## config.mk

```make
export PLATFORM = sky130hd
export DESIGN_NAME = madb_seq
export DESIGN_NICKNAME = d
export VERILOG_FILES = /design/src/rtl/madb_pkg.sv /design/src/rtl/madb_fsm.sv /design/src/rtl/madb_req_hold.sv /design/src/rtl/madb_pin_drive.sv /design/src/rtl/madb_seq.sv
export SDC_FILE = /design/constraint.sdc
export NUM_CORES = 1
export LEC_CHECK = 0
export CAP_MARGIN = 40
export CORE_MARGIN = 4
export CORE_UTILIZATION = 40
export CTS_CLUSTER_SIZE = 16
export DETAILED_ROUTE_END_ITERATION = 6
export PLACE_DENSITY = 0.72
export SYNTH_ARGS = -nofsm -noshare
export SYNTH_HDL_FRONTEND = slang
export SYNTH_HIERARCHICAL = 1
export SYNTH_SLANG_ARGS = --single-unit
```

## constraint.sdc

```tcl
create_clock -name clk -period 2 [get_ports clk]
set_input_delay 0.4 -clock clk [delete_from_list [all_inputs] [get_ports clk]]
set_output_delay 0.4 -clock clk [all_outputs]
set_load 0.02 [all_outputs]
```

## src/rtl/madb_pkg.sv

```systemverilog
package madb_pkg;

    typedef enum logic [2:0] {
        ST_IDLE = 3'd0,
        ST_T1   = 3'd1,
        ST_T2   = 3'd2,
        ST_T3   = 3'd3,
        ST_TW   = 3'd4,
        ST_T4   = 3'd5
    } bus_state_t;

    localparam logic [1:0] SEG_EXTRA = 2'b00;
    localparam logic [1:0] SEG_STACK = 2'b01;
    localparam logic [1:0] SEG_CODE  = 2'b10;
    localparam logic [1:0] SEG_DATA  = 2'b11;

    typedef struct packed {
        logic       write;
        logic       mem;
        logic [1:0] seg;
    } req_attr_t;

endpackage

```

## src/rtl/madb_fsm.sv

```systemverilog
module madb_fsm
    import madb_pkg::*;
(
    input  logic       clk,
    input  logic       rst_n,
    input  logic       req_valid,
    input  logic       ready,
    output bus_state_t state,
    output logic       accept
);

    bus_state_t state_q;
    bus_state_t state_d;

    always_ff @(posedge clk or negedge rst_n) begin
        if (!rst_n) state_q <= ST_IDLE;
        else        state_q <= state_d;
    end

    always_comb begin
        state_d = state_q;
        unique case (state_q)
            ST_IDLE:      if (req_valid) state_d = ST_T1;
            ST_T1:        state_d = ST_T2;
            ST_T2:        state_d = ST_T3;
            ST_T3, ST_TW: state_d = ready ? ST_T4 : ST_TW;
            ST_T4:        state_d = ST_IDLE;
            default:      state_d = ST_IDLE;
        endcase
    end

    assign state  = state_q;
    assign accept = (state_q == ST_IDLE) && req_valid;


    wait_entry_chk: assert property (@(posedge clk) disable iff (!rst_n)
        (state_q == ST_TW) |-> ($past(state_q) == ST_T3 || $past(state_q) == ST_TW));


    wait_on_low_ready_chk: assert property (@(posedge clk) disable iff (!rst_n)
        ((state_q == ST_T3 || state_q == ST_TW) && !ready) |=> (state_q == ST_TW));


    accept_to_t1_chk: assert property (@(posedge clk) disable iff (!rst_n)
        accept |=> (state_q == ST_T1));

endmodule

```

## src/rtl/madb_req_hold.sv

```systemverilog
module madb_req_hold
    import madb_pkg::*;
#(
    parameter int ADDR_W = 20,
    parameter int DATA_W = 16
) (
    input  logic              clk,
    input  logic              rst_n,
    input  bus_state_t        state,
    input  logic              accept,
    input  logic              ready,
    input  req_attr_t         attr_in,
    input  logic [ADDR_W-1:0] addr_in,
    input  logic [DATA_W-1:0] wdata_in,
    input  logic [DATA_W-1:0] ad_in,
    output req_attr_t         attr_q,
    output logic [ADDR_W-1:0] addr_q,
    output logic [DATA_W-1:0] wdata_q,
    output logic [DATA_W-1:0] rdata_q
);

    logic capture_rd;
    assign capture_rd = (state == ST_T3 || state == ST_TW) && ready && !attr_q.write;

    always_ff @(posedge clk or negedge rst_n) begin
        if (!rst_n) begin
            attr_q  <= '0;
            addr_q  <= '0;
            wdata_q <= '0;
        end else if (accept) begin
            attr_q  <= attr_in;
            addr_q  <= addr_in;
            wdata_q <= wdata_in;
        end
    end

    always_ff @(posedge clk or negedge rst_n) begin
        if (!rst_n)          rdata_q <= '0;
        else if (capture_rd) rdata_q <= ad_in;
    end


    fields_hold_chk: assert property (@(posedge clk) disable iff (!rst_n)
        (state != ST_IDLE && state != ST_T1) |-> ($stable(addr_q) && $stable(wdata_q) && $stable(attr_q)));


    rdata_hold_chk: assert property (@(posedge clk) disable iff (!rst_n)
        (state == ST_T4) |=> $stable(rdata_q));

endmodule

```

## src/rtl/madb_pin_drive.sv

```systemverilog
module madb_pin_drive
    import madb_pkg::*;
#(
    parameter int ADDR_W = 20,
    parameter int DATA_W = 16
) (
    input  logic                     clk,
    input  logic                     rst_n,
    input  bus_state_t               state,
    input  req_attr_t                attr,
    input  logic [ADDR_W-1:0]        addr,
    input  logic [DATA_W-1:0]        wdata,
    output logic                     ale,
    output logic                     rd_n,
    output logic                     wr_n,
    output logic                     den_n,
    output logic                     dir,
    output logic                     mio,
    output logic                     ad_oe,
    output logic [DATA_W-1:0]        ad_out,
    output logic [ADDR_W-DATA_W-1:0] as_out
);

    localparam int STAT_W = ADDR_W - DATA_W;

    logic [STAT_W-1:0] status;

    always_comb begin
        status      = '0;
        status[1:0] = attr.seg;
    end

    always_comb begin
        ale    = 1'b0;
        rd_n   = 1'b1;
        wr_n   = 1'b1;
        den_n  = 1'b1;
        dir    = 1'b0;
        mio    = 1'b0;
        ad_oe  = 1'b0;
        ad_out = '0;
        as_out = '0;
        unique case (state)
            ST_IDLE: begin
            end
            ST_T1: begin
                ale    = 1'b1;
                ad_oe  = 1'b1;
                ad_out = addr[DATA_W-1:0];
                as_out = addr[ADDR_W-1:DATA_W];
                dir    = attr.write;
                mio    = attr.mem;
            end
            ST_T2, ST_T3, ST_TW: begin
                den_n  = 1'b0;
                dir    = attr.write;
                mio    = attr.mem;
                as_out = status;
                if (attr.write) begin
                    wr_n   = 1'b0;
                    ad_oe  = 1'b1;
                    ad_out = wdata;
                end else begin
                    rd_n   = 1'b0;
                end
            end
            ST_T4: begin
                den_n  = 1'b0;
                dir    = attr.write;
                mio    = attr.mem;
                as_out = status;
                if (attr.write) begin
                    ad_oe  = 1'b1;
                    ad_out = wdata;
                end
            end
            default: begin
            end
        endcase
    end


    strobe_exclusive_chk: assert property (@(posedge clk) disable iff (!rst_n)
        !(!rd_n && !wr_n));


    ale_single_chk: assert property (@(posedge clk) disable iff (!rst_n)
        ale |=> !ale);


    den_after_ale_chk: assert property (@(posedge clk) disable iff (!rst_n)
        ale |=> !den_n);


    dir_steady_chk: assert property (@(posedge clk) disable iff (!rst_n)
        (!den_n && $past(!den_n)) |-> $stable(dir));

endmodule

```

## src/rtl/madb_seq.sv

```systemverilog
module madb_seq
    import madb_pkg::*;
#(
    parameter int ADDR_W = 20,
    parameter int DATA_W = 16
) (
    input  logic                     clk,
    input  logic                     rst_n,
    input  logic                     req_valid,
    output logic                     req_ready,
    input  logic                     req_write,
    input  logic                     req_mem,
    input  logic [1:0]               req_seg,
    input  logic [ADDR_W-1:0]        req_addr,
    input  logic [DATA_W-1:0]        req_wdata,
    output logic                     done,
    output logic [DATA_W-1:0]        rdata,
    output logic                     ale,
    output logic                     rd_n,
    output logic                     wr_n,
    output logic                     den_n,
    output logic                     dir,
    output logic                     mio,
    output logic [DATA_W-1:0]        ad_out,
    output logic                     ad_oe,
    output logic [ADDR_W-DATA_W-1:0] as_out,
    input  logic [DATA_W-1:0]        ad_in,
    input  logic                     ready
);

    bus_state_t        state;
    logic              accept;
    req_attr_t         attr_in;
    req_attr_t         attr_q;
    logic [ADDR_W-1:0] addr_q;
    logic [DATA_W-1:0] wdata_q;

    assign attr_in = '{write: req_write, mem: req_mem, seg: req_seg};

    madb_fsm u_fsm (
        .clk       (clk),
        .rst_n     (rst_n),
        .req_valid (req_valid),
        .ready     (ready),
        .state     (state),
        .accept    (accept)
    );

    madb_req_hold #(.ADDR_W(ADDR_W), .DATA_W(DATA_W)) u_hold (
        .clk      (clk),
        .rst_n    (rst_n),
        .state    (state),
        .accept   (accept),
        .ready    (ready),
        .attr_in  (attr_in),
        .addr_in  (req_addr),
        .wdata_in (req_wdata),
        .ad_in    (ad_in),
        .attr_q   (attr_q),
        .addr_q   (addr_q),
        .wdata_q  (wdata_q),
        .rdata_q  (rdata)
    );

    madb_pin_drive #(.ADDR_W(ADDR_W), .DATA_W(DATA_W)) u_pins (
        .clk    (clk),
        .rst_n  (rst_n),
        .state  (state),
        .attr   (attr_q),
        .addr   (addr_q),
        .wdata  (wdata_q),
        .ale    (ale),
        .rd_n   (rd_n),
        .wr_n   (wr_n),
        .den_n  (den_n),
        .dir    (dir),
        .mio    (mio),
        .ad_oe  (ad_oe),
        .ad_out (ad_out),
        .as_out (as_out)
    );

    assign req_ready = (state == ST_IDLE);
    assign done      = (state == ST_T4);


    accept_ale_chk: assert property (@(posedge clk) disable iff (!rst_n)
        (req_valid && req_ready) |=> ale);


    rd_stretch_chk: assert property (@(posedge clk) disable iff (!rst_n)
        (!rd_n && !ready) |=> !rd_n);


    wr_stretch_chk: assert property (@(posedge clk) disable iff (!rst_n)
        (!wr_n && !ready) |=> !wr_n);


    done_pulse_chk: assert property (@(posedge clk) disable iff (!rst_n)
        done |=> (!done && req_ready));

endmodule

```

# Yosys cells after proc, flatten, opt, wreduce, memory -nomap -nowiden
# Index checks and enable logic that the tools add are counted.
[totals]
reg_bits = 59
input_bits = 60
out_inout_bits = 45
word_cells = 38
[classes]
n_eq_ne = 6
n_mux = 15
n_reduce_logical = 10
[op_table]
columns = ["cell", "n"]
rows = [
  ["case mux 16 bit (2 select lines)", 1],
  ["2-to-1 mux 16 bit", 1],
  ["case mux 3 bit (4 select lines)", 1],
  ["2-to-1 mux 1 bit", 9],
  ["case mux 4 bit (2 select lines)", 1],
  ["equality test 3 x 2 -> 1 bit (second input constant)", 2],
  ["equality test 3 bit (second input constant)", 2],
  ["OR reduction 5 bit", 1],
  ["OR reduction 4 bit", 1],
  ["equality test 3 x 1 -> 1 bit (second input constant)", 1],
  ["logical AND 1 bit", 3],
  ["zero test 3 bit", 1],
  ["2-to-1 mux 3 bit", 1],
  ["OR reduction 3 bit", 1],
  ["inequality test 2 bit (second input constant)", 1],
  ["case mux 1 bit (2 select lines)", 1],
  ["OR reduction 2 bit", 1],
  ["zero test 1 bit", 1],
  ["logical OR 1 bit", 1],
]

# Logic depth before layout (Yosys ltp)
[logic_depth]
word_depth = 4
depth_mapped = 6
depth_no_buf = 4

# Hierarchy
# Netlist, hierarchy kept.
[modules_own_cells]
columns = ["mod", "n_inst", "cells_each", "area_per_inst_um2", "seq_area_each_um2"]
rows = [
  ["madb_req_hold", 1, 186, 2529.9, 1401.3],
  ["madb_pin_drive", 1, 37, 331.6, 0.0],
  ["madb_fsm", 1, 13, 151.4, 75.1],
  ["madb_seq", 1, 2, 13.8, 0.0],
]

# Worst setup path after synthesis
# Ideal clock, no wire load.
[synth_path]
path_kind = "register to output"
start = "register u_fsm.state_q[2], in the netlist u_fsm/state[2]"
end = "output port ad_out[0]"
arrival_ps = 1621
required_ps = 1600
slack_ps = -21
path_stages_with_launch = 7
n_path_buf = 2
path_cell_list = "dfrtp_1 inv_1 ha_1 nor2b_1 buf_6 buf_6 a22o_2"
[synth_between]
elab_chain_cells = 3
word_cells_on_any_way = 7
cone_classes = "5 x eq/ne; 1 x mux; 1 x reduce/logical"
[synth_rtl]
columns = ["item", "line", "rtl"]
rows = [
  ["from (decl)", "madb_fsm.sv:12", "bus_state_t state_q;"],
  ["from (signal assigned)", "madb_fsm.sv:17", "else state_q <= state_d;"],
  ["equality test 3 bit or equality test 3 x 2 -> 1 bit (tied branches)", "madb_pin_drive.sv:43", "unique case (state)"],
  ["OR reduction 4 bit (no source line)", "n/a", ""],
  ["case mux 16 bit (2 select lines) (*)", "madb_pin_drive.sv:43", ""],
  ["to (decl)", "madb_seq.sv:24", "output logic [DATA_W-1:0] ad_out,"],
]
# Mark *: on every way between the ends. The rest lies on a longest branch, timed or not.

# Worst setup path in the final report
[layout_path]
start = "register u_fsm.state_q[1], in the netlist u_fsm/state[1]"
end = "output port ad_out[14]"
# Same word-level chain as after synthesis.

==> run metrics <==
worst setup margin=-0.100 ns; first-pass GRT wire length=14.3 mm; FF-to-FF path depth=5; Layout Skew=0.00870 ns; Crit Path Category=flip-flop to output port; later-pin clock latency in the skew report=0.33 ns; Post-Synthesis Cells=238; period utilisation layout=1.05; leading area contributor after synthesis=dfrtp_1; DP Area=4250 µm²; worst path required time=1.60 ns; CP dominant cell by count=buf_6; Yosys reg bits=59; Initial DRT Pass Iterations=4; CP max-delay cell=dfrtp_1; Yosys top cell area share=0.488; CP Capture Type=output port; count of cell types in the netlist=38; synth top area cells=dfrtp_1, mux2_2, a211oi_1; Pwr Total=8230 µW; worst-path fanout max=5; vias in the first global route=2782; area grow syn2layout=56.0%; GPL Wtd Cong=0.814; I/O Buffers=104; root buf cell=clkbuf_8; kind of cell adding the most delay to the critical path=flip-flops; Max H-tree Level=3; Initial DRC Count=93; worst-margin pin slew=0.701 ns; commonest register cell after synthesis=dfrtp_1; TNS Setup=-1.08 ns; Longest Clk Path Bufs=2; Post-Route WL=8.88 mm; area of the die=9020 µm²; max_cap viols=0; largest stage delay on the critical path=0.42 ns; outcome=finished, violations left; initial antenna violation count=0; PwrDens=1740 nW/µm²; proportion of layout cells with a drive suffix above 1=0.372; Clk pin slew, worst setup/hold paths=0.07 ns; Max Clock Freq=0.476 GHz; vias=2555; Syn. warnings=6; HPWL after DPL=5.78 mm; aggregate global-route resource usage=0.208; VDD IR-drop max=958 µV; sequential share of the synthesized area=0.488; CP Cell Sequence=ha_4 -> nor2b_4 -> buf_6 -> buf_12 -> a22o_4 -> buf_6; largest net degree at the start of global routing=41; clk sinks=59; Leak=0.00193 µW; Starting Density=0.415; Core Area=7290 µm²; row count=31; Worst EP arrival=1.70 ns; die extent in y=95.0 µm; Die Wd=95.0 µm; residual DRC count=0; post-route ant nets=0; Setup-failing EPs final=20; CP bufs+invs=3; syn_nets=299; # IOs=105; failing checks=negative setup slack; setup slack, reg-to-reg=0.13 ns; TritonCTS clock tree=yes; Mapped Area=3030 µm²; FF-to-FF End=u_hold/addr_q[11]; number of vias per cell=5.59; RSZ-0062 raised after global routing=yes; Worst setup SP type=flip-flop; GR Overflow Total=0; clock period minus worst slack=2.10 ns; routed len/inst=19.4 µm; nets=414; Hold Path Class=input pin to async pin; final instance area=4720 µm²; Slew Viols, Final=0; Post-synth ARST share=1.00; reg-to-reg critical path startpoint=u_fsm/state[2]; endpoints failing hold=0; # diodes=0; Post-synth EDFFs=0; clock buffer count from CTS=9; syn avg cell area=12.7 µm²; Relative slew margins=0.533
-- worst max-delay path by stage --
stage                 endpoint           start  depth (start not counted)
floorplan            ad_out[0]  u_fsm/state[1]                          5
global placement    ad_out[12]  u_fsm/state[1]                          5
detailed placement   ad_out[6]  u_fsm/state[1]                          5
CTS                  as_out[1]  u_fsm/state[1]                          6
global route         ad_out[0]  u_fsm/state[1]                          6
finish              ad_out[14]  u_fsm/state[1]                          6
-- where the power goes --
part / switching (µW) / internal [µW] / leakage (µW)
registers: 423 / 1760 / 0.000718
clock network: 475 / 768 / 0.000113
logic: 2250 / 2560 / 0.00110
total: 3150 / 5090 / 0.00193
-- per-stage QoR --
stage,setup slack (ns),std cells,utilization,hold slack (ns)
after floorplan,0.0710,238,-,0.104
after detailed placement,-0.202,435,0.583,0.420
after global placement,-0.167,435,0.583,0.399
after global routing,-0.153,457,0.648,0.0694
final,-0.100,457,0.648,0.0418
after CTS,-0.100,460,0.646,0.0459
-- placed cells by master, fill, tap and decap left out, types with 6 or more instances in the layout --
cell	n
buf_6	28
mux2_1	13
a22o_4	13
dfrtp_1	58
mux2_2	27
buf_12	6
clkbuf_8	11
clkdlybuf4s50_1	74
a211oi_1	32
nor3_1	7
o32ai_1	16
nor3_2	10
buf_4	12
-- sequential cells by signal, summed over array words and instances (netlist names) --
signal / cells
u_hold/addr_q: 20
u_hold/rdata_q: 16
u_hold/wdata_q: 16
u_hold/attr_q: 4
u_fsm/state: 3
-- metal layers --
layer  global-route usage  wire, µm  up-vias
met5                    0         0        -
met3               0.0502       586       13
met4               0.0781       114        0
li1                     -         -     1169
met2                0.338      4360       93
met1                0.269      3820     1280
-- Yosys cell counts (5+ instances only) --
master and count:
clkbuf_1 5, buf_6 8, buf_2 5, nor3_2 10, dfrtp_1 59, nor3_1 7
a211oi_1 32, a22o_2 16, o32ai_1 16, mux2_2 27, mux2_1 13
-- kinds of logic after synthesis --
family	after synthesis	synth area share
buf+inv	27	0.0583
simple gates	40	0.104
xor+xnor	1	0.00289
compound gates	70	0.194
flops	59	0.488
fa+ha+maj	1	0.00413
mux	40	0.149
-- what timing repair did --
action                                  4_1_cts  5_1_grt
buffers inserted                              6        0
endpoints found under the setup margin       29       27
pin swaps                                     3        4
gates resized for setup                     173       21
hold buffers                                  0        0
cloned                                        3        0
-- cell type report --
cell class              count  area, µm²
clock buffers              12        155
clock inverters             4       72.6
fillers                   588       2570
inverters                   3       11.3
multi-input cells         152       1530
flip-flops and latches     59       1480
well taps                  99        124
repair buffers            128       1350
No activity file was read; power rests on OpenSTA's default activity.
